[config.mk]
export PLATFORM = sky130hd
export DESIGN_NAME = oc_channel_unit
export DESIGN_NICKNAME = d
export VERILOG_FILES = /design/src/rtl/oc_pkg.sv /design/src/rtl/oc_cmp_store.sv /design/src/rtl/oc_clear_gate.sv /design/src/rtl/oc_ref_gen.sv /design/src/rtl/oc_channel_unit.sv
export SDC_FILE = /design/constraint.sdc
export NUM_CORES = 1
export LEC_CHECK = 0
export ABC_AREA = 0
export CAP_MARGIN = 10
export CORE_MARGIN = 10
export CORE_UTILIZATION = 31
export DETAILED_ROUTE_END_ITERATION = 6
export SKIP_CTS_REPAIR_TIMING = 1
export SLEW_MARGIN = 5
export SYNTH_ARGS = -nofsm -noshare
export SYNTH_HDL_FRONTEND = slang
export SYNTH_SLANG_ARGS = --single-unit
[constraint.sdc]
create_clock -name clk -period 2.75 [get_ports clk]
set_input_delay 0.275 -clock clk [delete_from_list [all_inputs] [get_ports clk]]
set_output_delay 0.275 -clock clk [all_outputs]
set_load 0.02 [all_outputs]
[src/rtl/oc_pkg.sv]
package oc_pkg;
   typedef enum logic [2:0] {
      OCM_FROZEN = 3'd0,
      OCM_SET    = 3'd1,
      OCM_CLR    = 3'd2,
      OCM_TOGGLE = 3'd3,
      OCM_LOW    = 3'd4,
      OCM_HIGH   = 3'd5,
      OCM_PWM_A  = 3'd6,
      OCM_PWM_B  = 3'd7
   } ocm_e;

   localparam logic [1:0] SEL_OUTPUT = 2'd0;
endpackage

[src/rtl/oc_cmp_store.sv]
module oc_cmp_store #(
   parameter int CNT_W      = 16,
   parameter bit PRELOAD_EN = 1'b1
) (
   input  logic             clk,
   input  logic             rst_n,
   input  logic             wr_en_i,
   input  logic [CNT_W-1:0] wr_data_i,
   input  logic             pre_en_i,
   input  logic             upd_i,
   output logic [CNT_W-1:0] active_o
);
   logic [CNT_W-1:0] active_q;

   generate
      if (PRELOAD_EN) begin : g_shadow
         logic [CNT_W-1:0] shadow_q;
         always_ff @(posedge clk) begin
            if (!rst_n) begin
               shadow_q <= '0;
               active_q <= '0;
            end else begin
               if (wr_en_i) shadow_q <= wr_data_i;
               if (!pre_en_i && wr_en_i) active_q <= wr_data_i;
               else if (pre_en_i && upd_i) active_q <= shadow_q;
            end
         end

         // buffered writes stay off the comparator until an update
         a_r9_hold_until_update: assert property (@(posedge clk) disable iff (!rst_n)
            (pre_en_i && !upd_i) |=> $stable(active_o));
         a_r9_take_shadow: assert property (@(posedge clk) disable iff (!rst_n)
            (pre_en_i && upd_i) |=> (active_o == $past(shadow_q)));
      end else begin : g_direct
         always_ff @(posedge clk) begin
            if (!rst_n)       active_q <= '0;
            else if (wr_en_i) active_q <= wr_data_i;
         end
      end
   endgenerate

   assign active_o = active_q;

   // unbuffered write lands on the next edge
   a_r8_direct_write: assert property (@(posedge clk) disable iff (!rst_n)
      (!pre_en_i && wr_en_i) |=> (active_o == $past(wr_data_i)));
endmodule

[src/rtl/oc_clear_gate.sv]
module oc_clear_gate (
   input  logic clk,
   input  logic rst_n,
   input  logic clr_en_i,
   input  logic ext_clr_i,
   input  logic upd_i,
   output logic block_o
);
   logic hold_q;

   always_ff @(posedge clk) begin
      if (!rst_n)          hold_q <= 1'b0;
      else if (!clr_en_i)  hold_q <= 1'b0;
      else if (ext_clr_i)  hold_q <= 1'b1;
      else if (upd_i)      hold_q <= 1'b0;
   end

   assign block_o = clr_en_i & (ext_clr_i | hold_q);

   // once cleared, the block persists while enabled and no update is seen
   a_r11_hold: assert property (@(posedge clk) disable iff (!rst_n)
      (clr_en_i && ext_clr_i) |=> (!clr_en_i || block_o));
   a_r11_hold_no_upd: assert property (@(posedge clk) disable iff (!rst_n)
      (block_o && !upd_i) |=> (!clr_en_i || block_o));
endmodule

[src/rtl/oc_ref_gen.sv]
module oc_ref_gen
   import oc_pkg::*;
#(
   parameter int CNT_W = 16
) (
   input  logic             clk,
   input  logic             rst_n,
   input  logic             is_out_i,
   input  logic [2:0]       mode_i,
   input  logic [CNT_W-1:0] cnt_i,
   input  logic [CNT_W-1:0] cmp_i,
   input  logic             fast_en_i,
   input  logic             trig_i,
   input  logic             block_i,
   output logic             ref_o,
   output logic             match_o
);
   logic ref_q, ref_nxt, match_q;
   logic eq, lt, fast_hit, hit;
   ocm_e mode;

   assign mode     = ocm_e'(mode_i);
   assign eq       = (cnt_i == cmp_i);
   assign lt       = (cnt_i < cmp_i);
   assign fast_hit = fast_en_i & trig_i;
   assign hit      = eq | fast_hit;

   always_comb begin
      ref_nxt = ref_q;
      unique case (mode)
         OCM_FROZEN: ref_nxt = ref_q;
         OCM_SET:    if (hit) ref_nxt = 1'b1;
         OCM_CLR:    if (hit) ref_nxt = 1'b0;
         OCM_TOGGLE: if (hit) ref_nxt = ~ref_q;
         OCM_LOW:    ref_nxt = 1'b0;
         OCM_HIGH:   ref_nxt = 1'b1;
         OCM_PWM_A:  ref_nxt = fast_hit ? 1'b0 : lt;
         OCM_PWM_B:  ref_nxt = fast_hit ? 1'b1 : ~lt;
         default:    ref_nxt = ref_q;
      endcase
      if (!is_out_i)    ref_nxt = ref_q;
      else if (block_i) ref_nxt = 1'b0;
   end

   always_ff @(posedge clk) begin
      if (!rst_n) begin
         ref_q   <= 1'b0;
         match_q <= 1'b0;
      end else begin
         ref_q   <= ref_nxt;
         match_q <= is_out_i & eq;
      end
   end

   assign ref_o   = ref_q;
   assign match_o = match_q;

   // input-mode channel leaves the waveform alone
   a_r2_idle: assert property (@(posedge clk) disable iff (!rst_n)
      !is_out_i |=> ($stable(ref_q) && !match_q));
   // frozen mode holds
   a_r3_frozen: assert property (@(posedge clk) disable iff (!rst_n)
      (is_out_i && mode_i == 3'd0 && !block_i) |=> $stable(ref_q));
   // toggle inverts on a counter match
   a_r5_toggle: assert property (@(posedge clk) disable iff (!rst_n)
      (is_out_i && mode_i == 3'd3 && eq && !block_i) |=> (ref_q != $past(ref_q)));
   // forced levels
   a_r6_force_low: assert property (@(posedge clk) disable iff (!rst_n)
      (is_out_i && mode_i == 3'd4) |=> !ref_q);
   a_r6_force_high: assert property (@(posedge clk) disable iff (!rst_n)
      (is_out_i && mode_i == 3'd5 && !block_i) |=> ref_q);
   // flag follows equality by one edge
   a_r13_match: assert property (@(posedge clk) disable iff (!rst_n)
      (is_out_i && eq) |=> match_q);
   a_r13_no_match: assert property (@(posedge clk) disable iff (!rst_n)
      !eq |=> !match_q);
endmodule

[src/rtl/oc_channel_unit.sv]
module oc_channel_unit
   import oc_pkg::*;
#(
   parameter int CNT_W      = 16,
   parameter bit PRELOAD_EN = 1'b1
) (
   input  logic             clk,
   input  logic             rst_n,
   input  logic [CNT_W-1:0] cnt_i,
   input  logic             wr_en_i,
   input  logic [CNT_W-1:0] wr_data_i,
   input  logic [1:0]       sel_i,
   input  logic [2:0]       mode_i,
   input  logic             pre_en_i,
   input  logic             fast_en_i,
   input  logic             clr_en_i,
   input  logic             ext_clr_i,
   input  logic             trig_i,
   input  logic             upd_i,
   output logic             oc_ref_o,
   output logic             match_o
);
   localparam int MAX_W = 32;

   initial begin
      a_cfg_width: assert (CNT_W >= 2 && CNT_W <= MAX_W)
         else $error("oc_channel_unit: CNT_W=%0d out of range", CNT_W);
   end

   logic [CNT_W-1:0] active_cmp;
   logic             block, ref_raw, is_out;

   assign is_out = (sel_i == SEL_OUTPUT);

   oc_cmp_store #(.CNT_W(CNT_W), .PRELOAD_EN(PRELOAD_EN)) u_store (
      .clk       (clk),
      .rst_n     (rst_n),
      .wr_en_i   (wr_en_i),
      .wr_data_i (wr_data_i),
      .pre_en_i  (pre_en_i),
      .upd_i     (upd_i),
      .active_o  (active_cmp)
   );

   oc_clear_gate u_clear (
      .clk       (clk),
      .rst_n     (rst_n),
      .clr_en_i  (clr_en_i),
      .ext_clr_i (ext_clr_i),
      .upd_i     (upd_i),
      .block_o   (block)
   );

   oc_ref_gen #(.CNT_W(CNT_W)) u_ref (
      .clk       (clk),
      .rst_n     (rst_n),
      .is_out_i  (is_out),
      .mode_i    (mode_i),
      .cnt_i     (cnt_i),
      .cmp_i     (active_cmp),
      .fast_en_i (fast_en_i),
      .trig_i    (trig_i),
      .block_i   (block),
      .ref_o     (ref_raw),
      .match_o   (match_o)
   );

   assign oc_ref_o = ref_raw & ~block;

   // an enabled clear level pulls the output low in the same cycle
   a_r10_clear_now: assert property (@(posedge clk) disable iff (!rst_n)
      (clr_en_i && ext_clr_i) |-> !oc_ref_o);
endmodule

Yosys cells after proc, flatten, opt, wreduce, memory -nomap -nowiden
Cells that the tools add are included.
{"block": "classes", "bitwise_logic": 9, "n_lt_le_gt_ge": 1, "reduce_logical": 9, "n_eq_ne": 12, "n_mux": 11}
{"operator": "16-bit 2-to-1 mux", "n": 2}
{"operator": "16-bit == test", "n": 1}
{"operator": "16-bit < comparator", "n": 1}
{"operator": "3-bit == test (second input constant)", "n": 4}
{"operator": "3-bit by 2-bit inequality test with 1-bit output (second input constant)", "n": 3}
{"operator": "1-bit 2-to-1 mux", "n": 8}
{"operator": "1-bit case mux with 7 select lines", "n": 1}
{"operator": "3-bit by 2-bit == test with 1-bit output (second input constant)", "n": 2}
{"operator": "5-bit AND reduction", "n": 1}
{"operator": "1-bit bitwise AND", "n": 4}
{"operator": "2-bit nonzero test", "n": 2}
{"operator": "3-bit by 1-bit == test with 1-bit output (second input constant)", "n": 1}
{"operator": "3-bit zero test", "n": 1}
{"operator": "1-bit NOT", "n": 3}
{"operator": "1-bit logical AND", "n": 2}
{"operator": "2-bit zero test", "n": 1}
{"operator": "2-bit inequality test (second input constant)", "n": 1}
{"operator": "1-bit bitwise OR", "n": 2}
{"operator": "2-bit AND reduction", "n": 1}
{"operator": "1-bit zero test", "n": 1}
{"block": "totals", "ff_bits": 35, "inputBits": 46, "output_inout_bits": 2}

Depth between registers and ports, before layout
Gate-level depths: netlist of the first run.
{"block": "depth", "word_depth": 5, "ltp_mapped": 7}

Hierarchy
From an unflattened synthesis of the first run, not the netlist that was laid out.
{"block": "hier_totals", "cells_unflattened": 203, "area_unflattened_um2": 2055.7}
{"module": "oc_cmp_store", "cells_per_inst": 126, "seq_area_each_um2": 640.6, "n_inst": 1, "area_each_um2": 1436.4}
{"module": "oc_ref_gen", "cells_per_inst": 71, "seq_area_each_um2": 40.0, "n_inst": 1, "area_each_um2": 558.0}
{"module": "oc_clear_gate", "cells_per_inst": 4, "seq_area_each_um2": 20.0, "n_inst": 1, "area_each_um2": 43.8}
{"module": "oc_channel_unit", "cells_per_inst": 2, "seq_area_each_um2": 0.0, "n_inst": 1, "area_each_um2": 17.5}

Worst setup path after synthesis of the first run
OpenSTA, ideal clock, no wires.
{"block": "synth_path", "kind": "reg2reg", "startpoint": "register u_store.active_q[14] (netlist: u_store.active_o[14])", "endpoint": "register u_ref.ref_q (netlist: u_ref.ref_o)", "n_path_buf": 0, "path_slack_ps": 831, "synth_period_minus_slack_ps": 1919, "required_ps": 2623, "arrival_time_ps": 1792, "path_stages_with_launch": 8, "setup_ps": 127, "path_cell_list": "dfxtp_1 inv_1 ha_1 nand4_2 o41ai_2 o31a_1 o221ai_1 or3b_1"}
{"block": "synth_via", "elab_chain_len": 5, "elab_cells_between_ends": 12}
{"element": "start, declared", "line": "oc_cmp_store.sv:13", "rtl": "logic [CNT_W-1:0] active_q;"}
{"element": "start signal, assigned", "line": "oc_cmp_store.sv:24", "rtl": "if (!pre_en_i && wr_en_i) active_q <= wr_data_i;"}
{"element": "start signal, assigned", "line": "oc_cmp_store.sv:25", "rtl": "else if (pre_en_i && upd_i) active_q <= shadow_q;"}
{"element": "16-bit < comparator", "line": "oc_ref_gen.sv:24", "rtl": "assign lt = (cnt_i < cmp_i);"}
{"element": "1-bit NOT", "line": "oc_ref_gen.sv:38", "rtl": "OCM_PWM_B: ref_nxt = fast_hit ? 1'b1 : ~lt;"}
{"element": "1-bit 2-to-1 mux", "line": "oc_ref_gen.sv:38"}
{"element": "1-bit case mux with 7 select lines", "line": "oc_ref_gen.sv:30", "rtl": "unique case (mode)"}
{"element": "1-bit 2-to-1 mux", "line": "oc_ref_gen.sv:42", "rtl": "else if (block_i) ref_nxt = 1'b0;"}
{"element": "end signal, assigned", "line": "oc_ref_gen.sv:50", "rtl": "ref_q <= ref_nxt;"}
{"element": "end, declared", "line": "oc_ref_gen.sv:18", "rtl": "logic ref_q, ref_nxt, match_q;"}
Several ways; a longest one is shown, not always the timed one.
A chain may end at the register's enable or synchronous reset.

Worst setup path in the final report of the first run
{"block": "layout_path", "startpoint": "input port cnt_i[11]", "endpoint": "register u_ref.ref_q (netlist: u_ref.ref_o)"}
{"block": "layout_via", "elab_chain_len": 5, "elab_cells_between_ends": 12}
{"element": "start, declared", "line": "oc_channel_unit.sv:9", "rtl": "input logic [CNT_W-1:0] cnt_i,"}
{"element": "16-bit < comparator", "line": "oc_ref_gen.sv:24"}
{"element": "1-bit NOT", "line": "oc_ref_gen.sv:38"}
{"element": "1-bit 2-to-1 mux", "line": "oc_ref_gen.sv:38"}
{"element": "1-bit case mux with 7 select lines", "line": "oc_ref_gen.sv:30"}
{"element": "1-bit 2-to-1 mux", "line": "oc_ref_gen.sv:42"}
Several ways; a longest one is shown, not always the timed one.

==> impl_results.md, run 1 <==
- Outcome: finished, final reports clean
- Pwr per Cell Area: 499 nW/um^2
- Most frequent cells in the layout: 47 x clkdlybuf4s50_1, 35 x dfxtp_1, 32 x mux2i_1, 20 x nand2_1, 18 x inv_1
- Critical path endpoint category: flip-flop
- Gr ovfl total: 0
- Max VDD drop: 284 uV
- Tcrit/Tclk final: 0.771
- Slew Limit Headroom: 0.779
- Die width: 99.5 microns
- RSZ-0062 raised after global routing: false
- Final net count: 315
- Worst path buffer plus inverter count: 1
- Syn Area/Cell: 9.51 sq um
- Yosys warning count: 0
- Layout cells sized above 1: 0.0630
- TritonRoute pass-1 iters: 4
- Antenna violations before repair: 0
- Register area: 701 sq um
- Worst EP required: 2.92 ns
- Max-slew violations: 0
- Post-synthesis net count: 268
- Max-Cap Viols: 0
- Final Wtd Congestion: 0.726
- Drt initial violations: 43
- Full die area: 9900 sq um
- Via count: 1544
- First-pass GRT wire length: 7690 microns
- Rows: 28
- CTS HTree Levels: 2
- CTS buffer count: 5
- Wire per inst: 14.1 microns
- Pin count of the biggest net entering global routing: 37
- Clock latency at the later pin of the worst-skew pair: 0.28 ns
- P&R area growth vs syn: 33.5%
- Hold Crit Class: flip-flop to flip-flop
- # DRC: 0
- Crit Path Max Fanout: 3
- Post-DP HPWL: 3550 microns
- Critical path class: primary input to flip-flop
- Vias in the first global route: 1592
- Clock transition at the registers of the reported paths: 0.07 ns
- Worst path arrival time: 2.29 ns
- Clock skew: 0.00221 ns
- Post-route setup TNS: 0 ns
- Commonest non-fill, non-tap cell in the layout: clkdlybuf4s50_1
- Clk root buf: clkbuf_8
- Total I/O pin count: 48
- Syn Inst Count: 206
- Min Tclk post-route: 2.12 ns
- Critical-path cell list: clkdlybuf4s50_1, ha_1, nand4_1, o41ai_2, o31a_1, o221ai_1, or3b_1
- CP max-delay cell: o41ai_2
- Gr usage total: 0.0953
- Final setup fails: 0
- Met3 usage: 0.0263
- GRT Max-Usage Layer: met2
- CTS sink count: 35
- Final Util: 0.434
- CTS tree: built
- Cell family with most CP delay: compound AO/OA/AOI/OAI gates
- Fillers: 610
- Max incr delay on CP: 0.43 ns
- Overall die height: 99.5 microns
- Post-synth cell types: 33
- Global-route met2 utilization: 0.145
- Initial Util: 0.325
- Max Buffers Root-to-Sink: 2
- Multi-input logic area: 1130 sq um
- Post-synthesis register bit count: 35
- Met1 Use GR: 0.124
- Final hold vios: 0
- Worst Max-Slew Pin Slew: 0.327 ns
- Lkg Pwr: 1.22 nW
- Vias per inst: 4.69
- Setup crit start kind: primary input
- ANT cells: 0
- Routed wire length: 4640 microns
- Seq/Total Area, Yosys: 0.358
- FMAX: 472 MHz
- Post-route ant nets: 0
- Port bufs: 47
- Core Area: 6030 sq um
- Design Power: 0.00130 W
- Post-Synthesis Cell Area: 1960 sq um
==> report_power, final <==
part           internal, W  total [W]  switching [W]
Clock             0.000293   0.000483       0.000190
Sequential        0.000542   0.000560      0.0000177
Combinational     0.000145   0.000261       0.000116
==> final timing paths <==
check                  startpoint             endpoint  slack [ns]  cells past startpoint
min reg2reg   u_store.active_o[6]  u_store.active_o[6]        0.50                      1
min           u_store.active_o[6]  u_store.active_o[6]        0.50                      1
max reg2reg  u_store.active_o[14]          u_ref.ref_o        0.65                      7
max                     cnt_i[11]          u_ref.ref_o        0.63                      7
==> worst register-to-register path, delay by kind of cell (launching register included) <==
| family | cells | cell delay [ns] |
|---|---|---|
| buffers and inverters | 1 | 0.06 |
| AND/OR/NAND/NOR | 2 | 0.54 |
| AO/OA/AOI/OAI | 3 | 0.73 |
| adder cells (fa/ha/maj) | 1 | 0.32 |
| flip-flops | 1 | 0.33 |
==> cell usage after synthesis <==
cell type  number  area (sq um)
ha_1           16           200
nand2_1        20          75.1
a21o_1          3          22.5
o31a_1          1          8.76
nor4_1          1          6.26
nand3_1         3          15.0
buf_6           1          11.3
a221o_1         1          10.0
nor2b_1        18           113
buf_4           1          7.51
a21oi_1         7          35.0
mux2i_1        32           320
nand4b_1        1          8.76
nand4_1         4          25.0
a21boi_1        1          7.51
o211a_1        16           160
nor3_1          2          10.0
inv_1          18          67.6
buf_2           5          25.0
nand4_2         1          12.5
or3b_1          1          8.76
and2_1          1          6.26
nor2_2          1          6.26
o211ai_1        1          7.51
o311ai_0        1          8.76
dfxtp_1        35           701
o21ai_0         2          10.0
o221ai_1        1          8.76
o41ai_2         1          16.3
clkbuf_1        4          15.0
nor2_1          2          7.51
o21ai_1         2          10.0
and3_1          2          12.5
==> flip-flops by register name (all words and copies together), names as in the netlist <==
signal / flops
u_store.g_shadow.shadow_q: 16
u_clear.hold_q: 1
u_ref.match_o: 1
u_ref.ref_o: 1
u_store.active_o: 16
==> metal layers <==
layer  vias to the layer above  wire, microns
met1                       679           2350
met5                         -              0
met2                        38           2030
li1                        822              -
met3                         5            192
met4                         0             68
==> area by class of cell <==
class,instances,share of cell area
Multi-Input combinational cell,142,0.434
Sequential cell,35,0.268
Timing Repair Buffer,51,0.191
Tap cell,75,0.0359
Clock buffer,6,0.0316
Inverter,18,0.0258
Clock inverter,2,0.0134
==> through the flow <==
stage	setup WS (ns)	std cells	hold WS (ns)	area, sq um
6_report	0.631	329	0.501	2620
5_1_grt	0.525	329	0.518	2620
4_1_cts	0.647	329	0.505	2620
3_5_place_dp	0.345	321	0.488	2500
3_3_place_gp	0.374	321	0.482	2500
2_1_floorplan	0.831	206	0.435	1960
==> cell families (layout without fill, tap and decap cells) <==
logic type,after synthesis,after routing,share of synthesized area
AO/OA/AOI/OAI,37,37,0.156
adder cells (fa/ha/maj),16,16,0.102
buffers and inverters,29,77,0.0645
flip-flops,35,35,0.358
multiplexers,32,32,0.163
AND/OR/NAND/NOR,57,57,0.156
(Power assumes the default switching activity.)
==> inputs of run 2 (changes only) <==
==> constraint.sdc (replaced) <==
create_clock -name clk -period 1.7 [get_ports clk]
set_input_delay 0.17 -clock clk [delete_from_list [all_inputs] [get_ports clk]]
set_output_delay 0.17 -clock clk [all_outputs]
set_load 0.02 [all_outputs]
==> run 2 against run 1 <==
The flow now finishes with violations (setup timing); register-to-register slack worse by 0.98 ns; critical path depth grew 1; sequential power increased by 62%; non-clock buffer count up 20; count of clock-buffer cells in the layout unchanged; worst hold slack lost 0.0034 ns; die area unchanged; utilization rose by 4.8 points; routed wire length is 4.1% higher; worst setup slack got worse by 0.96 ns; largest cell class unchanged; largest power group unchanged.
==> impl_results.md, run 2 (same netlist as run 1, synthesis figures left out) <==
- Outcome: finished, violations left
- Failing checks: setup timing
- Clk root buf: clkbuf_8
- Pwr per Cell Area: 707 nW/um^2 (+42%)
- Switching power: 0.000544 W (+68%)
- Max incr delay on CP: 0.38 ns (-0.05 ns)
- Setup crit start kind: flip-flop
- Die width: 99.5 microns (unchanged)
- Final setup fails: 1 (+1)
- Critical-path cell list: inv_1, ha_4, nand4_1, buf_4, o41ai_4, o31a_1, o221ai_1, or3b_1
- Worst path arrival time: 2.20 ns (-0.09 ns)
- Post-DP HPWL: 3740 microns (+5.5%)
- Internal: 0.00151 W (+54%)
- Port bufs: 47 (unchanged)
- Via count: 1624 (+5.2%)
- Rows: 28 (unchanged)
- Max-slew violations: 0 (unchanged)
- Critical path endpoint category: flip-flop
- Max-Cap Viols: 0 (unchanged)
- Pin count of the biggest net entering global routing: 27 (-27%)
- Lkg Pwr: 1.36 nW (+11%)
- First-pass GRT wire length: 8190 microns (+6.6%)
- Worst hold slack: 0.498 ns (-0.00337 ns)
- Gate power share: 0.260 (+0.060)
- Worst path buffer plus inverter count: 2 (+1)
- Register area: 707 sq um (+0.89%)
- Max Buffers Root-to-Sink: 2 (unchanged)
- Final Wtd Congestion: 0.769 (+5.9%)
- CTS sink count: 35 (unchanged)
- Max VDD drop: 450 uV (+59%)
- Initial Util: 0.325 (unchanged)
- CTS tree: built
- Sequential Power Share: 0.442 (+0.013)
- Worst Max-Slew Pin Slew: 0.316 ns (-0.0113 ns)
- Crit Path Max Fanout: 3 (unchanged)
- Final Util: 0.482 (+0.0478)
- Worst EP required: 1.87 ns (-1.05 ns)
- Layout cells sized above 1: 0.194 (+0.131)
- Overall die height: 99.5 microns (unchanged)
- Clock latency at the later pin of the worst-skew pair: 0.28 ns (about the same)
- CP max-delay cell: or3b_1
- TritonRoute pass-1 iters: 4 (unchanged)
- Gr ovfl total: 0 (unchanged)
- Clock skew: 0.00616 ns (+0.00395 ns)
- Clock transition at the registers of the reported paths: 0.07 ns (about the same)
- Final net count: 335 (+6.3%)
- Sw Ratio: 0.265 (+0.0165)
- Final hold vios: 0 (unchanged)
- Wire per inst: 13.9 microns (-1.5%)
- P&R area growth vs syn: 48.1%
- Setup ws final: -0.333 ns (-0.963 ns)
- # DRC: 0 (unchanged)
- CTS HTree Levels: 2 (unchanged)
- Commonest non-fill, non-tap cell in the layout: clkdlybuf4s50_1
- Cell family with most CP delay: simple AND/OR/NAND/NOR gates
- Multi-input logic area: 1270 sq um (+12%)
- ANT cells: 0 (unchanged)
- Vias per inst: 4.67 (-0.56%)
- Hold Crit Class: flip-flop to flip-flop
- RSZ-0062 raised after global routing: true
- Antenna violations before repair: 0 (unchanged)
- Most frequent cells in the layout: 45 x clkdlybuf4s50_1, 32 x mux2i_1, 30 x dfxtp_1, 22 x buf_4, 20 x nand2_1
- Drt initial violations: 65 (+51%)
- CTS buffer count: 5 (unchanged)
- Total I/O pin count: 48 (unchanged)
- Critical path class: flip-flop to flip-flop
- Tcrit/Tclk final: 1.20
- Gr usage total: 0.0996 (+0.00431)
- Core Area: 6030 sq um (unchanged)
- Clk pwr share: 0.298 (-0.073)
- Slew Limit Headroom: 0.789 (+0.00995)
- Full die area: 9900 sq um (unchanged)
- Fillers: 572 (-6.2%)
- Vias in the first global route: 1724 (+8.3%)
- Routed wire length: 4830 microns (+4.1%)
- Min Tclk post-route: 2.03 ns
- Post-route ant nets: 0 (unchanged)
- FMAX: 492 MHz
==> run 2: final timing paths <==
kind | from | end | slack (ns) | cells past startpoint
max | u_store.active_o[11] | u_ref.ref_o | -0.33 | 8
max reg2reg | u_store.active_o[11] | u_ref.ref_o | -0.33 | 8
min | u_store.active_o[9] | u_store.active_o[9] | 0.50 | 1
min reg2reg | u_store.active_o[9] | u_store.active_o[9] | 0.50 | 1
==> run 2: layout make-up <==
cell class                      count  area share
Inverter                           18      0.0233
Clock inverter                      1     0.00172
Multi-Input combinational cell    142       0.436
Sequential cell                    35       0.244
Tap cell                           75      0.0323
Timing Repair Buffer               71       0.234
Clock buffer                        6      0.0284
==> run 2: per-layer routing <==
layer / GRT usage / share of wire / vias to the layer above
met5: 0 / 0 / -
met4: 0.0342 / 0.015 / 0
met3: 0.0318 / 0.052 / 4
met2: 0.160 / 0.45 / 34
met1: 0.122 / 0.49 / 725
li1: - / - / 861
==> run 2: power groups by stage <==
stage / clock network (W) / registers (W) / logic, W
floorplan: 0 / 0.000916 / 0.000264
CTS: 0.000624 / 0.000906 / 0.000505
finish: 0.000611 / 0.000908 / 0.000534
global route: 0.000664 / 0.000914 / 0.000603
detailed placement: 0 / 0.000924 / 0.000501
global placement: 0 / 0.000923 / 0.000496
==> run 2: metrics by stage <==
stage	worst slack, ns	cells	TNS, ns	instance area, sq um	power, W
after floorplan	-0.127	206	-0.127	2000	0.00118
after global placement	-0.551	340	-0.598	2710	0.00142
after detailed placement	-0.570	340	-0.627	2710	0.00143
after CTS	-0.351	347	-0.411	2790	0.00204
after global routing	-0.426	348	-0.426	2900	0.00218
final	-0.333	348	-0.333	2900	0.00205
==> run 2: worst register-to-register path, stage by stage (launching register included) <==
cell	delay (ns)
dfxtp_2	0.35
inv_1	0.07
ha_4	0.26
nand4_1	0.16
buf_4	0.19
o41ai_4	0.23
o31a_1	0.19
o221ai_1	0.09
or3b_1	0.38
